==> src/rtl/early_ack_ram_ctrl.sv <==
module early_ack_ram_ctrl #(
  parameter int AW      = 8,
  parameter int DW      = 16,
  parameter int ACK_AT  = 3,
  parameter int RAS_AT  = 4,
  parameter int DATA_AT = 6,
  parameter int CW      = 4
) (
  input  logic          clk,
  input  logic          rst_n,
  input  logic          as_n,
  input  logic          cs_n,
  input  logic          rw,
  input  logic          uds_n,
  input  logic          lds_n,
  input  logic [AW-1:0] addr,
  input  logic [DW-1:0] d_in,
  output logic          dtack_n,
  output logic [DW-1:0] d_out,
  output logic          d_oe,
  output logic [AW-1:0] ram_addr,
  output logic          ram_ras_n,
  output logic          ram_we_n,
  output logic          ram_ube_n,
  output logic          ram_lbe_n,
  output logic [DW-1:0] ram_wdata,
  input  logic [DW-1:0] ram_rdata
);

  localparam logic [CW-1:0] ACK_C  = CW'(ACK_AT);
  localparam logic [CW-1:0] RAS_C  = CW'(RAS_AT);
  localparam logic [CW-1:0] DATA_C = CW'(DATA_AT);
  localparam logic [CW-1:0] LAST_C = {CW{1'b1}};

  logic          busy, as_q, rd_q, ube_q, lbe_q;
  logic [CW-1:0] cnt;
  logic [AW-1:0] addr_q;
  logic [DW-1:0] wd_q, rd_hold;
  logic          start, release_now;

  assign start       = !busy && as_q && !as_n && !cs_n;
  assign release_now = busy && as_n;

  always_ff @(posedge clk) begin
    if (!rst_n) begin
      busy    <= 1'b0;
      as_q    <= 1'b1;
      rd_q    <= 1'b1;
      cnt     <= '0;
      addr_q  <= '0;
      wd_q    <= '0;
      rd_hold <= '0;
      ube_q   <= 1'b1;
      lbe_q   <= 1'b1;
    end else begin
      as_q <= as_n;
      if (start) begin
        busy   <= 1'b1;
        cnt    <= '0;
        rd_q   <= rw;
        addr_q <= addr;
        ube_q  <= 1'b1;
        lbe_q  <= 1'b1;
      end else if (release_now) begin
        busy  <= 1'b0;
        cnt   <= '0;
        ube_q <= 1'b1;
        lbe_q <= 1'b1;
      end else if (busy) begin
        if (cnt != LAST_C) cnt <= cnt + 1'b1;
        if (cnt == RAS_C - 1'b1) begin
          ube_q <= uds_n;
          lbe_q <= lds_n;
          if (!rd_q) wd_q <= d_in;
        end
        if (rd_q && cnt == DATA_C - 1'b1) rd_hold <= ram_rdata;
      end
    end
  end

  assign dtack_n   = !(busy && cnt >= ACK_C);
  assign ram_ras_n = !(busy && cnt >= RAS_C);
  assign ram_we_n  = !(busy && !rd_q && cnt >= RAS_C);
  assign d_oe      = busy && rd_q && cnt >= DATA_C;
  assign d_out     = rd_hold;
  assign ram_addr  = addr_q;
  assign ram_wdata = wd_q;
  assign ram_ube_n = ube_q;
  assign ram_lbe_n = lbe_q;

  a_r3_ras_after_ack: assert property (@(posedge clk) disable iff (!rst_n)
    !ram_ras_n |-> !dtack_n);

  a_r2_ack_needs_strobe: assert property (@(posedge clk) disable iff (!rst_n)
    $fell(dtack_n) |-> !$past(as_n));

  a_r4_data_stable: assert property (@(posedge clk) disable iff (!rst_n)
    (d_oe && $past(d_oe)) |-> $stable(d_out));

  a_r5_release: assert property (@(posedge clk) disable iff (!rst_n)
    release_now |=> (dtack_n && ram_ras_n && ram_we_n && !d_oe));

  a_r6_we_with_ras: assert property (@(posedge clk) disable iff (!rst_n)
    !ram_we_n |-> !ram_ras_n);

  a_r7_unselected: assert property (@(posedge clk) disable iff (!rst_n)
    (!busy && cs_n) |=> (dtack_n && ram_ras_n));

endmodule

==> config.mk <==
export PLATFORM = sky130hd
export DESIGN_NAME = early_ack_ram_ctrl
export DESIGN_NICKNAME = d
export VERILOG_FILES = /design/src/rtl/early_ack_ram_ctrl.sv
export SDC_FILE = /design/constraint.sdc
export NUM_CORES = 1
export LEC_CHECK = 0
export CAP_MARGIN = 20
export CORE_ASPECT_RATIO = 0.6
export CORE_MARGIN = 2
export CORE_UTILIZATION = 45
export CTS_BUF_LIST = sky130_fd_sc_hd__clkbuf_4
export DETAILED_ROUTE_END_ITERATION = 16
export DONT_BUFFER_PORTS = 1
export SLEW_MARGIN = 20
export SYNTH_ARGS = -nofsm -noshare
export SYNTH_HDL_FRONTEND = slang
export SYNTH_SLANG_ARGS = --single-unit
==> constraint.sdc <==
create_clock -name clk -period 1.9 [get_ports clk]
set_clock_uncertainty 0.2 [all_clocks]
set_input_delay 0 -clock clk [delete_from_list [all_inputs] [get_ports clk]]
set_output_delay 0 -clock clk [all_outputs]
set_load 0.03 [all_outputs]
==> impl_results.md <==
- Clock sink count: 49
- Most common cell after layout, fill and taps aside: nand2_1
- Worst R2R Start: cnt[0]$_SDFFE_PP0P_
- H-Tree Depth: 2
- Setup violators final: 0
- Die width: 91.1 µm
- CP endpoint kind: register
- Count of final hold-check violations: 0
- ANT cells: 0
- Sequential area share after synthesis: 47.9%
- Worst vdd ir: 0.000413 V
- Detailed-route wire length: 5750 µm
- Cell area after synthesis: 2050 µm²
- Wirelength per Cell: 15.7 µm
- Cell-by-cell listing of the critical path: ha_1, and4bb_4, nor3b_4, buf_12, mux2i_1
- Max stage delay cell, worst path: dfxtp_2
- Unrepaired setup endpoints after global routing: false
- Fin crit period: 1810 ps
- Lkg Pwr: 1.06 nW
- Tightest Hold Check Type: input port to register
- I/O pins: 93
- Antenna viol nets, final: 0
- Vias in the first global route: 1,968
- WP buf/inv: 1
- Pre-Repair DR Iteration Count: 4
- TritonCTS buffer count: 5
- Gr usage total: 23.7%
- Vias per std cell: 5.02
- Number of instances in the placed design: 280
- Clock Tree Buf Depth: 2
- Final period util: 95.5%
- Placer's final routability congestion estimate: 0.790
- Die area: 5130 µm²
- Syn Nets: 274
- Stages on the worst setup path: 5
- Clock root buffer: clkbuf_4
- DRC viols: 0
- Yosys cell types: 32
- CP Launch Point: cnt[0]$_SDFFE_PP0P_
- Max_cap viols: 0
- Fin. max-slew vios: 0
- Cells after Synth: 225
- Crit-path max cell delay: 390 ps
- Max frequency: 551 MHz
- Synthesized area per cell: 9.11 µm²
- Slew headroom: 64.7%
- GR Overflow Total: 0
- Layout cells sized above 1: 7.84%
- Most frequent cells in the layout: nand2_1, dlygate4sd3_1, dfxtp_1, mux2i_1, a21boi_0
- Core ar.: 4230 µm²
- First-pass GRT wire length: 9650 µm
- Count of standard-cell rows: 18
- Pwr dens: 580 nW/µm²
- Critical Path End: ram_wdata[6]$_SDFFE_PN0P_
- Via count: 1,839
- Crit Path Class: register to register
- Worst r2r path cells: 5
- Status: completed
- FILL cells: 310
- Worst slew pin tran: 527 ps
- Area grow syn2layout: 45.5%
- Setup TNS: 0 ps
- Clock Latency Late Sink: 340 ps
- Post-synthesis register bit count: 49
- Initial antenna violation count: 0
- Startpoint types: register
- Post-Layout Cell Count: 366
- Data required, critical path: 1980 ps
- Buffers on Ports: 0
- YS warnings: 0
- Critical R2R Capture: ram_wdata[6]$_SDFFE_PN0P_
- Initial Util: 48.4%
- Die Ht: 56.3 µm
- DRT iter0 DRCs: 53
- CTS tree: built
- Worst R2R Setup Slack: 90 ps
- Worst-path maximum fanout: 16
- HPWL after DPL: 3070 µm
- Pin count of the biggest net entering global routing: 77
- Clk slew on worst S/H paths: 130 ps
- CP arrival: 1890 ps
- Delay-heaviest family, CP: simple AND/OR/NAND/NOR gates
- Nets: 356
cell type report:
cell class	count	area, µm²	area share, %
Multi-Input combinational cell	160	978	32.8
Inverter	3	11.3	0.378
Timing Repair Buffer	88	891	29.9
Clock buffer	5	37.5	1.26
Tap cell	60	75.1	2.52
Sequential cell	49	983	33.0
Clock inverter	1	5.00	0.168
power by group:
group | leakage (nW) | total [mW] | internal [mW] | switching, mW
Sequential | 0.397 | 1.07 | 1.04 | 0.0278
Combinational | 0.639 | 0.226 | 0.141 | 0.0851
Clock | 0.0269 | 0.435 | 0.129 | 0.306
Total | 1.06 | 1.73 | 1.31 | 0.419
how the worst min path moves through the flow:
stage          depth (start not counted)  start                end  slack [ps]
6_report                               3     rw  rd_q$_SDFFE_PN1P_         120
5_1_grt                                3     rw  rd_q$_SDFFE_PN1P_         100
4_1_cts                                3     rw  rd_q$_SDFFE_PN1P_         100
3_5_place_dp                           1  rst_n  rd_q$_SDFFE_PN1P_        -120
3_3_place_gp                           1  rst_n  rd_q$_SDFFE_PN1P_        -120
2_1_floorplan                          1  rst_n    as_q$_SDFF_PN1_        -100
through the flow:
| step | instance area (µm²) | utilization, % | setup slack [ps] | power [mW] | hold slack [ps] |
|---|---|---|---|---|---|
| after floorplan | 2050 | - | 153 | 1.15 | -105 |
| after global placement | 2120 | 50.0 | 221 | 1.15 | -120 |
| after detailed placement | 2120 | 50.0 | 122 | 1.15 | -119 |
| after CTS | 2980 | 70.4 | 65.6 | 1.74 | 103 |
| after global routing | 2980 | 70.4 | 9.66 | 1.81 | 99.7 |
| final | 2980 | 70.4 | 85.2 | 1.73 | 115 |
cells in the mapped netlist:
cell type,n,share of area [%]
or4b_1,1,0.49
a21boi_0,8,2.9
a21oi_1,4,0.98
and3_1,1,0.31
and4bb_4,1,0.79
buf_6,2,1.1
and3_2,1,0.37
nand2b_1,2,0.61
ha_1,2,1.2
nand3_1,2,0.49
nor3_1,2,0.49
nand2_1,87,16
buf_2,1,0.24
buf_12,1,0.98
or2_2,1,0.31
mux2i_1,34,17
nor3b_2,1,0.61
nor4b_4,1,1.2
and4b_2,1,0.55
nor2_1,1,0.18
or3_1,1,0.31
nor2_2,1,0.31
inv_1,3,0.55
a211oi_1,1,0.37
o211a_1,1,0.49
buf_4,1,0.37
nand4bb_1,1,0.55
o21ai_0,3,0.73
clkbuf_1,8,1.5
o31ai_1,1,0.37
nand4_1,1,0.31
dfxtp_1,49,48
kinds of logic after synthesis:
| family | synth area share, % |
|---|---|
| DFF | 47.9 |
| adders and majority gates | 1.22 |
| muxes | 16.6 |
| AOI/OAI and AO/OA | 5.86 |
| buffers and inverters | 4.70 |
| and+or+nand+nor | 23.7 |
state kept, by name, indices dropped and copies added, names as in the netlist:
signal	cells
ram_wdata	16
rd_q	1
as_q	1
ram_ube_n	1
d_out	16
ram_addr	8
ram_lbe_n	1
busy	1
cnt	4
worst reg2reg max path, stage by stage, from the launching register on:
cell and delay [ps]:
dfxtp_2 390, ha_1 190, and4bb_4 280, nor3b_4 240, buf_12 200, mux2i_1 250
metal layers:
layer  GRT usage (%)  up-vias  part of all wire (%)
li1                -      907                     -
met1            26.7      852                    42
met2            43.2       73                    50
met3            8.05        7                   7.4
met4            6.49        0                  0.68
met5               0        -                     0
repair_timing:
item,CTS,global route
hold buffers,80,0
setup buffers,0,0
resized for setup,0,2
endpoints found under the setup margin,0,8
endpoints found under the hold margin,49,0
(Power assumes the default switching activity.)
